==> config.mk <==
export PLATFORM = sky130hd
export DESIGN_NAME = cerr_status_top
export DESIGN_NICKNAME = d
export VERILOG_FILES = /design/src/rtl/cerr_pkg.sv /design/src/rtl/cerr_regport.sv /design/src/rtl/cerr_flag_bank.sv /design/src/rtl/cerr_mask_reg.sv /design/src/rtl/cerr_irq_gen.sv /design/src/rtl/cerr_status_top.sv
export SDC_FILE = /design/constraint.sdc
export NUM_CORES = 1
export LEC_CHECK = 0
export ABC_AREA = 1
export CAP_MARGIN = 25
export CORE_MARGIN = 2
export CORE_UTILIZATION = 24
export DETAILED_ROUTE_END_ITERATION = 6
export PLACE_DENSITY = 0.58
export SLEW_MARGIN = 20
export SYNTH_ARGS = -nofsm -noshare
export SYNTH_HDL_FRONTEND = slang
export SYNTH_SLANG_ARGS = --single-unit
==> constraint.sdc <==
create_clock -name clk -period 1.29 [get_ports clk]
set_clock_uncertainty 0.15 [all_clocks]
set_input_delay 0.258 -clock clk [delete_from_list [all_inputs] [get_ports clk]]
set_output_delay 0.258 -clock clk [all_outputs]
set_load 0.01 [all_outputs]
==> src/rtl/cerr_pkg.sv <==
package cerr_pkg;

  // Number of event sources that feed flags (bit 14 has two sources).
  localparam int CERR_SRC_N = 9;

  // Flag positions; software decodes these, so they are fixed.
  localparam int CERR_POS_RX    = 0;
  localparam int CERR_POS_TLP   = 6;
  localparam int CERR_POS_DLLP  = 7;
  localparam int CERR_POS_WRAP  = 8;
  localparam int CERR_POS_TMO   = 12;
  localparam int CERR_POS_ADV   = 13;
  localparam int CERR_POS_INT   = 14;
  localparam int CERR_POS_HOVF  = 15;

  // Implemented bits of both words.
  localparam logic [31:0] CERR_IMPL = 32'h0000_F1C1;

  // Source index to flag position.
  function automatic int cerr_src_pos(input int src);
    case (src)
      0:       return CERR_POS_RX;
      1:       return CERR_POS_TLP;
      2:       return CERR_POS_DLLP;
      3:       return CERR_POS_WRAP;
      4:       return CERR_POS_TMO;
      5:       return CERR_POS_ADV;
      6:       return CERR_POS_INT;   // internal ECC
      7:       return CERR_POS_INT;   // client input
      default: return CERR_POS_HOVF;
    endcase
  endfunction

  typedef struct packed {
    logic wr_status;
    logic wr_mask;
  } cerr_wr_t;

endpackage

==> src/rtl/cerr_regport.sv <==
module cerr_regport #(
  parameter int ADDR_W     = 4,
  parameter int DATA_W     = 32,
  parameter int STATUS_OFS = 0,
  parameter int MASK_OFS   = 4
) (
  input  logic                 reg_wr_en,
  input  logic [ADDR_W-1:0]    reg_addr,
  input  logic [DATA_W-1:0]    status_i,
  input  logic [DATA_W-1:0]    mask_i,
  output cerr_pkg::cerr_wr_t   wr_o,
  output logic [DATA_W-1:0]    rdata_o
);
  localparam logic [ADDR_W-1:0] A_STATUS = ADDR_W'(STATUS_OFS);
  localparam logic [ADDR_W-1:0] A_MASK   = ADDR_W'(MASK_OFS);

  logic hit_status, hit_mask;

  assign hit_status = (reg_addr == A_STATUS);
  assign hit_mask   = (reg_addr == A_MASK);

  always_comb begin
    wr_o.wr_status = reg_wr_en && hit_status;
    wr_o.wr_mask   = reg_wr_en && hit_mask;
  end

  always_comb begin
    if (hit_status)    rdata_o = status_i;
    else if (hit_mask) rdata_o = mask_i;
    else               rdata_o = '0;
  end
endmodule

==> src/rtl/cerr_flag_bank.sv <==
module cerr_flag_bank #(
  parameter int              DATA_W = 32,
  parameter logic [DATA_W-1:0] IMPL = '1
) (
  input  logic              clk,
  input  logic              rst_n,
  input  logic [DATA_W-1:0] set_i,
  input  logic              wr_i,
  input  logic [DATA_W-1:0] wdata_i,
  output logic [DATA_W-1:0] flags_o
);
  logic [DATA_W-1:0] clr;
  logic [DATA_W-1:0] flags_d;

  assign clr = wr_i ? wdata_i : '0;
  // Clear first, then set, so a same-cycle event wins.
  assign flags_d = ((flags_o & ~clr) | set_i) & IMPL;

  always_ff @(posedge clk or negedge rst_n) begin
    if (!rst_n) flags_o <= '0;
    else        flags_o <= flags_d;
  end
endmodule

==> src/rtl/cerr_mask_reg.sv <==
module cerr_mask_reg #(
  parameter int              DATA_W = 32,
  parameter logic [DATA_W-1:0] IMPL = '1
) (
  input  logic              clk,
  input  logic              rst_n,
  input  logic              wr_i,
  input  logic [DATA_W-1:0] wdata_i,
  output logic [DATA_W-1:0] mask_o
);
  always_ff @(posedge clk or negedge rst_n) begin
    if (!rst_n)    mask_o <= '0;
    else if (wr_i) mask_o <= wdata_i & IMPL;
  end
endmodule

==> src/rtl/cerr_irq_gen.sv <==
module cerr_irq_gen #(
  parameter int DATA_W = 32
) (
  input  logic              clk,
  input  logic              rst_n,
  input  logic [DATA_W-1:0] set_i,
  input  logic [DATA_W-1:0] mask_i,
  input  logic              nonfatal_ev_i,
  output logic              corr_o,
  output logic              nonfatal_o
);
  logic corr_d;

  assign corr_d = |(set_i & ~mask_i);

  always_ff @(posedge clk or negedge rst_n) begin
    if (!rst_n) begin
      corr_o     <= 1'b0;
      nonfatal_o <= 1'b0;
    end else begin
      corr_o     <= corr_d;
      nonfatal_o <= nonfatal_ev_i;
    end
  end
endmodule

==> src/rtl/cerr_status_top.sv <==
module cerr_status_top #(
  parameter int ADDR_W     = 4,
  parameter int DATA_W     = 32,
  parameter int STATUS_OFS = 0,
  parameter int MASK_OFS   = 4
) (
  input  logic              clk,
  input  logic              rst_n,
  input  logic              ev_rx_err,
  input  logic              ev_bad_tlp,
  input  logic              ev_bad_dllp,
  input  logic              ev_replay_wrap,
  input  logic              ev_replay_tmo,
  input  logic              ev_advisory_nf,
  input  logic              ev_int_ecc,
  input  logic              client_corr_in,
  input  logic              ev_hdr_ovf,
  input  logic              ev_nonfatal,
  input  logic              reg_wr_en,
  input  logic [ADDR_W-1:0] reg_addr,
  input  logic [DATA_W-1:0] reg_wdata,
  output logic [DATA_W-1:0] reg_rdata,
  output logic              corr_irq,
  output logic              nonfatal_irq
);
  import cerr_pkg::*;

  localparam logic [DATA_W-1:0] IMPL = DATA_W'(CERR_IMPL);

  logic [CERR_SRC_N-1:0] ev_vec;
  logic [DATA_W-1:0]     src_vec [CERR_SRC_N];
  logic [DATA_W-1:0]     set_vec;
  logic [DATA_W-1:0]     status_q;
  logic [DATA_W-1:0]     mask_q;
  cerr_wr_t              wr;
  logic                  wr_status;

  assign ev_vec = {ev_hdr_ovf, client_corr_in, ev_int_ecc, ev_advisory_nf,
                   ev_replay_tmo, ev_replay_wrap, ev_bad_dllp, ev_bad_tlp,
                   ev_rx_err};

  // One positioned vector per source, then merged.
  for (genvar s = 0; s < CERR_SRC_N; s++) begin : g_src
    assign src_vec[s] = ev_vec[s] ? (DATA_W'(1) << cerr_src_pos(s)) : '0;
  end

  always_comb begin
    set_vec = '0;
    for (int s = 0; s < CERR_SRC_N; s++) set_vec = set_vec | src_vec[s];
  end

  assign wr_status = wr.wr_status;

  cerr_regport #(
    .ADDR_W(ADDR_W), .DATA_W(DATA_W),
    .STATUS_OFS(STATUS_OFS), .MASK_OFS(MASK_OFS)
  ) u_port (
    .reg_wr_en(reg_wr_en), .reg_addr(reg_addr),
    .status_i(status_q), .mask_i(mask_q),
    .wr_o(wr), .rdata_o(reg_rdata)
  );

  cerr_flag_bank #(.DATA_W(DATA_W), .IMPL(IMPL)) u_flags (
    .clk(clk), .rst_n(rst_n), .set_i(set_vec),
    .wr_i(wr.wr_status), .wdata_i(reg_wdata), .flags_o(status_q)
  );

  cerr_mask_reg #(.DATA_W(DATA_W), .IMPL(IMPL)) u_mask (
    .clk(clk), .rst_n(rst_n), .wr_i(wr.wr_mask),
    .wdata_i(reg_wdata), .mask_o(mask_q)
  );

  cerr_irq_gen #(.DATA_W(DATA_W)) u_irq (
    .clk(clk), .rst_n(rst_n), .set_i(set_vec), .mask_i(mask_q),
    .nonfatal_ev_i(ev_nonfatal), .corr_o(corr_irq), .nonfatal_o(nonfatal_irq)
  );
endmodule

After elaboration in Yosys (flattened, before gate mapping)
Index checks and enable logic that the tools add are counted.
- add/subtract/negate cells: 0
- multipliers: 0
- div/mod/pow operators: 0
- $lt $le $gt $ge: 0
- eq/ne operators: 1
- shifts and indexed selects: 0
- muxes and demuxes: 12
- bitwise gates (word level): 13
- reduce and logical (&&, ||, !) cells: 4
- operators by type and width (operator ; count):
    16-bit two-way mux ; 3
    16-bit by 32-bit AND with 32-bit output ; 1
    32-bit two-way mux ; 1
    16-bit NOT with 32-bit output ; 1
    32-bit OR reduction ; 1
    15-bit two-way mux ; 2
    16-bit AND ; 1
    16-bit NOT ; 1
    15-bit by 16-bit OR with 16-bit output ; 1
    16-bit OR ; 1
    14-bit by 15-bit OR with 15-bit output ; 1
    15-bit OR ; 1
    14-bit two-way mux ; 1
    13-bit by 14-bit OR with 14-bit output ; 1
    13-bit two-way mux ; 1
    9-bit by 13-bit OR with 13-bit output ; 1
    9-bit two-way mux ; 1
    8-bit by 9-bit OR with 9-bit output ; 1
    8-bit two-way mux ; 1
    7-bit by 8-bit OR with 8-bit output ; 1
    7-bit two-way mux ; 1
    1-bit by 7-bit OR with 7-bit output ; 1
    4-bit by 3-bit equality test with 1-bit output, second input constant ; 1
    4-bit zero test ; 1
    other kinds (2) ; 3
- flip-flop bits (word level): 18
- latch bits: 0
- RAM bits: 0
- memory bits (read-only): 0
- output and inout bits: 34
- logic and storage cells: 34
- memories: 0

Logic depth before layout (Yosys ltp)
Gate-level depths: netlist of run 1.
- depth in word-level cells: 11
- gate-level depth with buffers: 6
- depth with buffers taken out: 5

Hierarchy
Synthesis of run 1 repeated with hierarchy kept, for this count alone.
- cells, all modules: 341
- area, all modules: 1985.7 um^2
- by module, submodules not included (module ; instances ; cells each ; area an instance (um^2) ; seq. area each (um^2)):
    cerr_regport ; 1 ; 118 ; 573.0 ; 0.0
    cerr_flag_bank ; 1 ; 66 ; 509.2 ; 200.2
    cerr_mask_reg ; 1 ; 59 ; 489.2 ; 200.2
    cerr_irq_gen ; 1 ; 94 ; 399.1 ; 50.0
    cerr_status_top ; 1 ; 4 ; 15.0 ; 0.0

Least setup slack after synthesis of run 1
No wires, ideal clock.
- path kind: input port to output port
- start: input reg_addr[1]
- end: output reg_rdata[13]
- arrival: 0.976 ns
- path slack: -0.094 ns
- stages: 4
- path buffers: 1
- cell sequence: nor2_2 buf_4 nand2_1 o21ai_0
- longest elaborated chain between the ends: 3
- RTL lines (what ; line ; RTL):
    from (decl) ; cerr_status_top.sv:20 ; input logic [ADDR_W-1:0] reg_addr,
    4-bit by 3-bit equality test with 1-bit output ; cerr_regport.sv:20 ; assign hit_mask = (reg_addr == A_MASK);
    16-bit two-way mux ; cerr_regport.sv:29 ; else if (hit_mask) rdata_o = mask_i;
    32-bit two-way mux * ; cerr_regport.sv:28 ; if (hit_status) rdata_o = status_i;
    to (decl) ; cerr_status_top.sv:22 ; output logic [DATA_W-1:0] reg_rdata,
Every way passes the cells marked *; elsewhere a longest branch is shown, timed or not.

Worst setup path after layout of run 1
- start: input reg_addr[3]
- end: output reg_rdata[0]
Same word-level chain as after synthesis.

==> results of run 1 <==
## metal layers
metal  up-vias  part of all wire
met5         -                 0
met4         0             0.016
met3         7             0.068
met2        49              0.48
met1       478              0.44
li1        522                 -
## cells in the final DEF (no fill, tap or decap), types with 3 or more instances in the layout
cell | synthesis | final
nand2_1 | 31 | 30
o21ai_0 | 8 | 3
clkdlybuf4s50_1 | 0 | 19
buf_2 | 2 | 9
inv_1 | 20 | 20
buf_4 | 26 | 15
o21ai_2 | 8 | 13
nand3_1 | 12 | 11
buf_12 | 0 | 3
nor2_4 | 2 | 3
dfrtp_1 | 18 | 18
buf_6 | 1 | 6
clkbuf_8 | 0 | 3
nand4_1 | 8 | 8
conb_1 | 1 | 24
nor2_1 | 4 | 4
## flip-flops by register name, indices dropped and copies added (netlist names)
signal            flops
u_flags.flags_o       8
u_mask.mask_o         8
u_irq.corr_o          1
u_irq.nonfatal_o      1
## stage by stage
| stage | power, mW | cells | TNS [ns] | hold slack [ns] |
|---|---|---|---|---|
| final | 1.54 | 255 | -1.02 | 0.186 |
| after global routing | 1.65 | 255 | -1.44 | 0.204 |
| after CTS | 1.55 | 253 | -1.14 | 0.199 |
| after detailed placement | 1.11 | 241 | -13.38 | 0.308 |
| after global placement | 1.11 | 241 | -13.32 | 0.306 |
| after floorplan | 0.925 | 169 | 0 | -0.188 |
## power groups by stage
stage	clock (mW)	combinational, mW	sequential (mW)
after floorplan	0	0.265	0.660
final	0.398	0.496	0.649
after detailed placement	0	0.451	0.658
after global routing	0.444	0.551	0.655
after global placement	0	0.450	0.658
after CTS	0.408	0.493	0.648
## final cells by class
cell class	count	area [um2]
clock buffers	3	41.3
fillers	497	2930
inverters	21	78.8
multi-input cells	102	563
flip-flops and latches	18	450
well taps	54	67.6
repair buffers	57	558
## worst max-delay path, delay by kind of cell
kind          cells  cell delay (ns)
simple gates      3             0.26
buf+inv           4             0.51
## cells by family after synthesis
logic type	Yosys count
simple gates	61
buf+inv	50
flops	18
compound gates	16
other cells	1
## worst paths after layout
kind | to | slack [ns] | depth (start not counted)
max | reg_rdata[0] | -0.14 | 7
min | u_flags.flags_o[0] | 0.19 | 2
max reg2reg | u_irq.corr_o | 0.16 | 6
min reg2reg | u_flags.flags_o[15] | 0.32 | 2
max in group asynchronous | u_mask.mask_o[8] | 0.67 | 2
min in group clk | u_irq.nonfatal_o | 0.29 | 1
## repair_timing
item | CTS | global route
setup endpoints to repair | 20 | 14
hold buffers | 0 | 0
pin swaps | 7 | 3
gates resized for setup | 63 | 4
endpoints found under the hold margin | 0 | 0
setup buffers | 7 | 1
gates cloned | 2 | 1
==> metrics.md, run 1 <==
| Metric | Value |
|---|---|
| Routed len/inst | `11.5 um` |
| CTS H-tree lvls | `1` |
| GRT Max-Usage Layer | `met2` |
| Critical Path Start Type | `input pin` |
| Layout Area Growth over Synthesis | `51.7%` |
| P_leak | `0.890 nW` |
| Clock power share | `0.258` |
| Via density | `4.14` |
| CP Class | `in2out` |
| Met2 usage | `0.184` |
| Ys async rst share | `1.00` |
| CP endpoint kind | `primary output` |
| Most frequent cell after synthesis | `nand2_1` |
| DRT Wirelength | `2930 um` |
| Mapped Cells | `146` |
| Core footprint | `4690 um2` |
| Synth warn | `0` |
| Failing checks | `negative setup slack` |
| # rows | `25` |
| Synth Area in XOR/XNOR | `0` |
| Simple-gate area share of the yosys netlist | `0.259` |
| Total Nets Final | `252` |
| Die ar. | `around 5400 um2` |
| Global placement routability congestion | `0.703` |
| GR Overflow Total | `0` |
| Num ports | `between 80 and 90` |
| Reg power frac | `0.420` |
| Final period utilization | `1.11` |
| Area post-placement | `1600 um2` |
| Starting Density | `0.247` |
| Detail Route Antenna Nets | `0` |
| Synth Area in Adders | `0` |
| Clk Latency, worst-skew pair | `0.26 ns` |
| Worst-path cell chain | `buf_2 > nor2_4 > buf_4 > buf_16 > nand3_1 > nand2_1 > buf_2` |
| Starting DRC count in detailed routing | `45` |
| Max cap viols | `0` |
| Max Clk Rate | `around 0.70 GHz` |
| Reg2reg start | `u_mask.mask_o[7]` |
| Drt first pass iters | `4` |
| DRC violations left | `0` |
| Comb pwr share | `0.322` |
| GR Util All Layers | `0.113` |
| Worst endpoint data arrival time | `between 1 and 1.5 ns` |
| Post-synth top area share | `0.388` |
| Vias in the first global route | `949` |
| Slowest-stage cell, CP | `buf_2` |
| Final min period | `1.43 ns` |
| Chip width | `73.5 um` |
| CTS Buf Count | `3` |
| Placement Setup Slack | `-0.928 ns` |
| Top post-synthesis cells by area | `dfrtp_1 (39%), buf_4 (17%), nand2_1 (10%), inv_1 (6.5%), o21ai_2 (6.0%)` |
| RSZ-0062 raised after global routing | `yes` |
| Root Buffer | `clkbuf_8` |
| Met1 Usage GRT | `0.148` |
| Clk sinks | `18` |
| Design area | `1760 um2` |
| Main combinational cell family by area after synthesis | `simple AND/OR/NAND/NOR gates` |
| #FFs+latches synth | `18` |
| Clk slew on worst S/H paths | `approximately 0.07 ns` |
| VDD IR max | `between 0.0007 and 0.0008 V` |
| Crit path largest cell delay | `0.14 ns` |
| Sequential-to-total area share from yosys stat | `0.388` |
| Critical Path Start | `reg_addr[3]` |
| Switching share of power | `0.296` |
| Synth cell types | `17` |
| Final setup margin | `-0.143 ns` |
| Port-buffer cells | `34` |
| Vias | `between 1,000 and 1,500` |
| ANT cells | `0` |
| EDFF count, synth | `0` |
| Hold WC Path Type | `in2async` |
| Clock Path Buffers | `2` |
| Die Ht | `73.5 um` |
| Dpl hpwl | `1930 um` |
| Mapped Area | `1160 um2` |
| CP max FO | `7` |
| Met3 Use GR | `0.0288` |
| Cell mode on critical path | `buf_2` |
| Proportion of synthesized area in mux cells | `0` |
| P_sw | `approximately 460 uW` |
| CTS tree | `yes` |
| Max-slew violation count | `0` |
| Setup violators final | `8` |
| Final core utilization | `0.375` |
| Ys flop type | `dfrtp_1` |
| Compound-Gate Fraction of Synth Area | `0.0949` |
| Average size of a mapped cell | `7.94 um2` |
| Synth top cells by count | `nand2_1 (31), buf_4 (26), inv_1 (20)` |
| Status | `complete, but fails checks` |
| First-pass GRT wire length | `approximately 4500 um` |
| Internal power | `between 1 and 1.5 mW` |
| Pin count of the biggest net entering global routing | `19` |
| Synth area leader | `dfrtp_1` |
| Worst path required time | `~0.88 ns` |
| Power Dens Cells | `877 nW/um2` |
| Final Hold Viols | `0` |
| Initial antenna violation count | `0` |
| Share of layout cells above drive strength 1 | `0.308` |
Note: power is estimated with default switching activity, not from simulation.
==> run 2, diff against run 1 <==
--- a/config.mk
+++ b/config.mk
@@ -10,7 +10,7 @@
 export CORE_MARGIN = 2
 export CORE_UTILIZATION = 24
 export DETAILED_ROUTE_END_ITERATION = 6
-export PLACE_DENSITY = 0.58
+export PLACE_DENSITY = 0.66
 export SLEW_MARGIN = 20
 export SYNTH_ARGS = -nofsm -noshare
 export SYNTH_HDL_FRONTEND = slang
==> metrics.md, run 2 (synthesis gave the netlist of run 1 again) <==
| Metric | Value |
|---|---|
| Status | `complete, but fails checks (unchanged)` |
| Failing checks | `negative setup slack (unchanged)` |
| Final period utilization | `1.11 (about the same)` |
| GR Util All Layers | `0.113 (about the same)` |
| Max-slew violation count | `0 (unchanged)` |
| Starting Density | `0.247 (unchanged)` |
| Root Buffer | `clkbuf_8 (unchanged)` |
| P_leak | `0.909 nW (was 0.890 nW)` |
| Hold WC Path Type | `in2async (unchanged)` |
| Worst endpoint data arrival time | `1.03 ns (about the same)` |
| Hold_ws | `0.187 ns (was 0.186 ns)` |
| Register Area | `450 um2 (unchanged)` |
| DRT Wirelength | `3030 um (was 2930 um)` |
| Layout Area Growth over Synthesis | `58.0% (was 51.7%)` |
| Final setup margin | `-0.148 ns (was -0.143 ns)` |
| CTS H-tree lvls | `1 (unchanged)` |
| Die ar. | `5410 um2 (unchanged)` |
| Chip width | `73.5 um (unchanged)` |
| Core footprint | `4690 um2 (unchanged)` |
| Routed len/inst | `11.8 um (was 11.5 um)` |
| Final Hold Viols | `0 (unchanged)` |
| Vias | `1,093 (was 1,056)` |
| Initial antenna violation count | `0 (unchanged)` |
| First-pass GRT wire length | `4740 um (was 4520 um)` |
| Global placement routability congestion | `0.726 (was 0.703)` |
| Clock Path Buffers | `2 (unchanged)` |
| CTS tree | `yes (unchanged)` |
| Fill count | `478 (was 497)` |
| Drt first pass iters | `4 (unchanged)` |
| CP max FO | `5 (was 7)` |
| DRC violations left | `0 (unchanged)` |
| Final min period | `1.44 ns (was 1.43 ns)` |
| Setup violators final | `8 (unchanged)` |
| Starting DRC count in detailed routing | `20 (was 45)` |
| Clk Latency, worst-skew pair | `0.25 ns (was 0.26 ns)` |
| Worst path required time | `0.88 ns (about the same)` |
| Share of layout cells above drive strength 1 | `0.360 (was 0.308)` |
| CTS Buf Count | `3 (unchanged)` |
| CP endpoint kind | `primary output (unchanged)` |
| Max Clk Rate | `0.695 GHz (was 0.698 GHz)` |
| Final core utilization | `0.391 (was 0.375)` |
| Commonest non-fill, non-tap cell in the layout | `nand2_1 (unchanged)` |
| Pin count of the biggest net entering global routing | `19 (unchanged)` |
| RSZ-0062 raised after global routing | `yes (unchanged)` |
| ANT cells | `0 (unchanged)` |
| Critical Path Start Type | `input pin (unchanged)` |
| Max cap viols | `0 (unchanged)` |
| Vias in the first global route | `1,033 (was 949)` |
| VDD IR max | `0.000524 V (was 0.000702 V)` |
| Port-buffer cells | `34 (unchanged)` |
| Die Ht | `73.5 um (unchanged)` |
| Multi-input gate area | `613 um2 (was 563 um2)` |
| Num ports | `83 (unchanged)` |
| # rows | `25 (unchanged)` |
| Clk sinks | `18 (unchanged)` |
| Dpl hpwl | `2040 um (was 1930 um)` |
| Cts hold-fix bufs | `0 (unchanged)` |
| Detail Route Antenna Nets | `0 (unchanged)` |
| Top Registers | `u_flags.flags_o x8, u_mask.mask_o x8 (unchanged)` |
| Reg2reg path depth | `4 (was 6)` |
| Power Dens Cells | `884 nW/um2 (was 877 nW/um2)` |
| GR Overflow Total | `0 (unchanged)` |
| Total Nets Final | `253 (was 252)` |
| CP Class | `in2out (unchanged)` |
| Clk slew on worst S/H paths | `0.07 ns (about the same)` |
| Most frequent cells in the layout | `nand2_1 (29), conb_1 (24), inv_1 (20) (was nand2_1 (30), conb_1 (24), inv_1 (20))` |
| Via density | `4.25 (was 4.14)` |
[run 2: power breakdown]
part           internal [mW]  switching, mW
clock                  0.271          0.192
combinational          0.256          0.243
sequential             0.621         0.0374
total                   1.15          0.473
[run 2: path summary, 6_finish.rpt]
| check | startpoint | end | slack (ns) |
|---|---|---|---|
| setup / recovery | reg_addr[1] | reg_rdata[14] | -0.15 |
| hold / removal | rst_n | u_irq.nonfatal_o | 0.19 |
| setup reg to reg | u_mask.mask_o[0] | u_irq.corr_o | 0.19 |
| hold reg to reg | u_flags.flags_o[7] | u_flags.flags_o[7] | 0.33 |
| max in group asynchronous | rst_n | u_flags.flags_o[6] | 0.68 |
| min in group clk | reg_addr[0] | u_flags.flags_o[12] | 0.28 |
[run 2: cell type report]
class | count | share of cell area
multi-input combinational | 102 | 0.334
timing repair buffer | 58 | 0.309
sequential | 18 | 0.246
inverter | 21 | 0.0444
tap | 54 | 0.0369
clock buffer | 4 | 0.0300
[run 2: metal layers]
metal	GRT usage	part of all wire	wire length [um]
met1	0.152	0.46	1380
met2	0.188	0.49	1470
met3	0.0192	0.048	146
met4	0.0242	0.0096	29
met5	0	0	0
[run 2: critical path: stages]
cell,delay [ns]
buf_6,0.09
nor2_4,0.15
buf_6,0.15
buf_6,0.12
nand3_2,0.06
o21ai_2,0.05
buf_2,0.14
[run 2: per-stage QoR]
stage	area [um2]	setup slack (ns)	TNS (ns)	total power, mW	std cells
2_1_floorplan	1280	0.0597	0	0.925	169
3_3_place_gp	1610	-0.927	-13.74	1.10	244
3_5_place_dp	1610	-0.942	-13.90	1.11	244
4_1_cts	1780	-0.143	-0.735	1.60	253
5_1_grt	1830	-0.200	-1.13	1.72	257
6_report	1830	-0.148	-0.721	1.62	257
[run 2: timing repair]
action	CTS	global route
gates resized for setup	76	7
pin swaps	12	8
setup buffers	4	3
setup endpoints to repair	20	14
cloned	1	1
==> run 3, diff against run 2 <==
--- a/config.mk
+++ b/config.mk
@@ -10,7 +10,7 @@
 export CORE_MARGIN = 2
 export CORE_UTILIZATION = 24
 export DETAILED_ROUTE_END_ITERATION = 6
-export PLACE_DENSITY = 0.66
+export PLACE_DENSITY = 0.68
 export SLEW_MARGIN = 20
 export SYNTH_ARGS = -nofsm -noshare
 export SYNTH_HDL_FRONTEND = slang
==> metrics.md, run 3 (synthesis gave the netlist of run 1 again) <==
| Metric | Value |
|---|---|
| Status | `complete, but fails checks (unchanged)` |
| Failing checks | `negative setup slack (unchanged)` |
| Crit path largest cell delay | `0.13 ns (was 0.15 ns)` |
| Chip width | `73.5 um (unchanged)` |
| Root Buffer | `clkbuf_8 (unchanged)` |
| RSZ-0062 raised after global routing | `yes (unchanged)` |
| Clk slew on worst S/H paths | `0.07 ns (about the same)` |
| Die ar. | `5410 um2 (unchanged)` |
| CTS Buf Count | `3 (unchanged)` |
| CP max FO | `5 (unchanged)` |
| Internal power | `1.14 mW (was 1.15 mW)` |
| VDD IR max | `0.000567 V (was 0.000524 V)` |
| Fill count | `487 (was 478)` |
| RR Endpoint | `u_irq.corr_o (unchanged)` |
| Final setup margin | `-0.178 ns (was -0.148 ns)` |
| Reg2reg start | `u_mask.mask_o[7] (was u_mask.mask_o[0])` |
| Max Clk Rate | `0.681 GHz (was 0.695 GHz)` |
| Reg2reg setup slack | `0.17 ns (was 0.19 ns)` |
| First-pass GRT wire length | `4930 um (was 4740 um)` |
| CTS tree | `yes (unchanged)` |
| Reg2reg path depth | `6 (was 4)` |
| P_leak | `0.902 nW (was 0.909 nW)` |
| Clock power share | `0.284 (was 0.286)` |
| Max-slew violation count | `0 (unchanged)` |
| Slowest-stage cell, CP | `nor2_4 (unchanged)` |
| Share of layout cells above drive strength 1 | `0.353 (was 0.360)` |
| Non-filler cells, final | `258 (was 257)` |
| Vias | `1,076 (was 1,093)` |
| P_sw | `464 uW (was 473 uW)` |
| Worst endpoint data arrival time | `1.06 ns (was 1.03 ns)` |
| TNS Setup | `-1.35 ns (was -0.721 ns)` |
| CTS H-tree lvls | `1 (unchanged)` |
| Starting DRC count in detailed routing | `42 (was 20)` |
| Comb pwr share | `0.306 (was 0.308)` |
| Hold WC Path Type | `in2async (unchanged)` |
| Final core utilization | `0.387 (was 0.391)` |
| Cts hold-fix bufs | `0 (unchanged)` |
| Dpl hpwl | `1990 um (was 2040 um)` |
| Final period utilization | `1.14 (was 1.11)` |
| Initial antenna violation count | `0 (unchanged)` |
| Vias in the first global route | `1,032 (was 1,033)` |
| Top Registers | `u_flags.flags_o x8, u_mask.mask_o x8 (unchanged)` |
| Final min period | `1.47 ns (was 1.44 ns)` |
| Setup violators final | `8 (unchanged)` |
| DRT Wirelength | `3010 um (was 3030 um)` |
| Pin count of the biggest net entering global routing | `19 (unchanged)` |
| Worst-path cell chain | `buf_8 > nor2_4 > buf_4 > buf_6 > buf_12 > nand3_2 > nand2_1 > buf_2 (was buf_6 > nor2_4 > buf_6 > buf_6 > nand3_2 > o21ai_2 > buf_2)` |
| Detail Route Antenna Nets | `0 (unchanged)` |
| Global placement routability congestion | `0.730 (was 0.726)` |
| Placed cells | `242 (was 244)` |
| Total Nets Final | `254 (was 253)` |
| Starting Density | `0.247 (unchanged)` |
| Power Total | `1.61 mW (was 1.62 mW)` |
| CP endpoint kind | `primary output (unchanged)` |
| Critical Path Start Type | `input pin (unchanged)` |
| Reg power frac | `0.410 (was 0.406)` |
| Power Dens Cells | `884 nW/um2 (about the same)` |
| Worst path required time | `0.88 ns (about the same)` |
| GR Overflow Total | `0 (unchanged)` |
| Port-buffer cells | `34 (unchanged)` |
| ANT cells | `0 (unchanged)` |
| Num ports | `83 (unchanged)` |
| Drt first pass iters | `4 (unchanged)` |
| Switching share of power | `0.289 (was 0.292)` |
| Clock Path Buffers | `2 (unchanged)` |
| GR Util All Layers | `0.120 (was 0.113)` |
| Hold_ws | `0.193 ns (was 0.187 ns)` |
| # rows | `25 (unchanged)` |
| Commonest non-fill, non-tap cell in the layout | `nand2_1 (unchanged)` |
| Core footprint | `4690 um2 (unchanged)` |
| Max cap viols | `0 (unchanged)` |
| Die Ht | `73.5 um (unchanged)` |
| Final Hold Viols | `0 (unchanged)` |
| Layout Area Growth over Synthesis | `56.7% (was 58.0%)` |
| Area post-placement | `1610 um2 (about the same)` |
| Routed len/inst | `11.7 um (was 11.8 um)` |
| Design area | `1820 um2 (was 1830 um2)` |
| Clk Latency, worst-skew pair | `0.25 ns (about the same)` |
| Via density | `4.17 (was 4.25)` |
| Clk sinks | `18 (unchanged)` |
| Most frequent cells in the layout | `nand2_1 (28), conb_1 (24), inv_1 (20) (was nand2_1 (29), conb_1 (24), inv_1 (20))` |
| Placement Setup Slack | `-0.916 ns (was -0.942 ns)` |
| CP Class | `in2out (unchanged)` |
| DRC violations left | `0 (unchanged)` |
run 3: cell count changes in the layout (fill, tap and decap cells not counted), sizes merged:
cell,before,now
bufbuf,1,0
buf,35,37
dlygate4sd2,0,1
dlymetal6s2s,1,0
run 3: power by group through the flow:
stage	clock network (mW)	logic (mW)	registers, mW
2_1_floorplan	0	0.265	0.660
3_3_place_gp	0	0.435	0.661
3_5_place_dp	0	0.437	0.662
4_1_cts	0.470	0.496	0.657
5_1_grt	0.494	0.546	0.664
6_report	0.457	0.491	0.659
run 3: final cells by class:
type | instances | area [um2] | area share
flip-flops and latches | 18 | 450 | 0.248
multi-input cells | 102 | 593 | 0.326
inverters | 21 | 78.8 | 0.0434
well taps | 54 | 67.6 | 0.0372
clock buffers | 4 | 55.1 | 0.0303
repair buffers | 59 | 573 | 0.315
run 3: worst max-delay path by stage:
stage                 from       endpoint  slack, ns  cells past startpoint
2_1_floorplan  reg_addr[1]  reg_rdata[13]       0.06                      4
3_3_place_gp   reg_addr[2]   reg_rdata[8]      -0.90                      6
3_5_place_dp   reg_addr[2]  reg_rdata[13]      -0.92                      6
4_1_cts        reg_addr[0]   reg_rdata[8]      -0.20                      7
5_1_grt        reg_addr[1]   reg_rdata[8]      -0.23                      7
6_report       reg_addr[1]   reg_rdata[6]      -0.18                      8
run 3: critical path: cells and delay by family:
kind          cells  cell delay (ns)
simple gates      3             0.25
buf+inv           5             0.55
run 3: routing by layer:
layer,routed length [um],global-route usage,share of wire
met2,1480,0.203,0.49
met5,0,0,0
met1,1330,0.161,0.44
met4,0,0.0121,0
met3,204,0.0274,0.068
run 3: repair_timing:
action | CTS | global route
endpoints found under the setup margin | 20 | 13
pin swaps | 13 | 5
gates cloned | 3 | 0
resized for setup | 74 | 3
setup buffers | 10 | 1
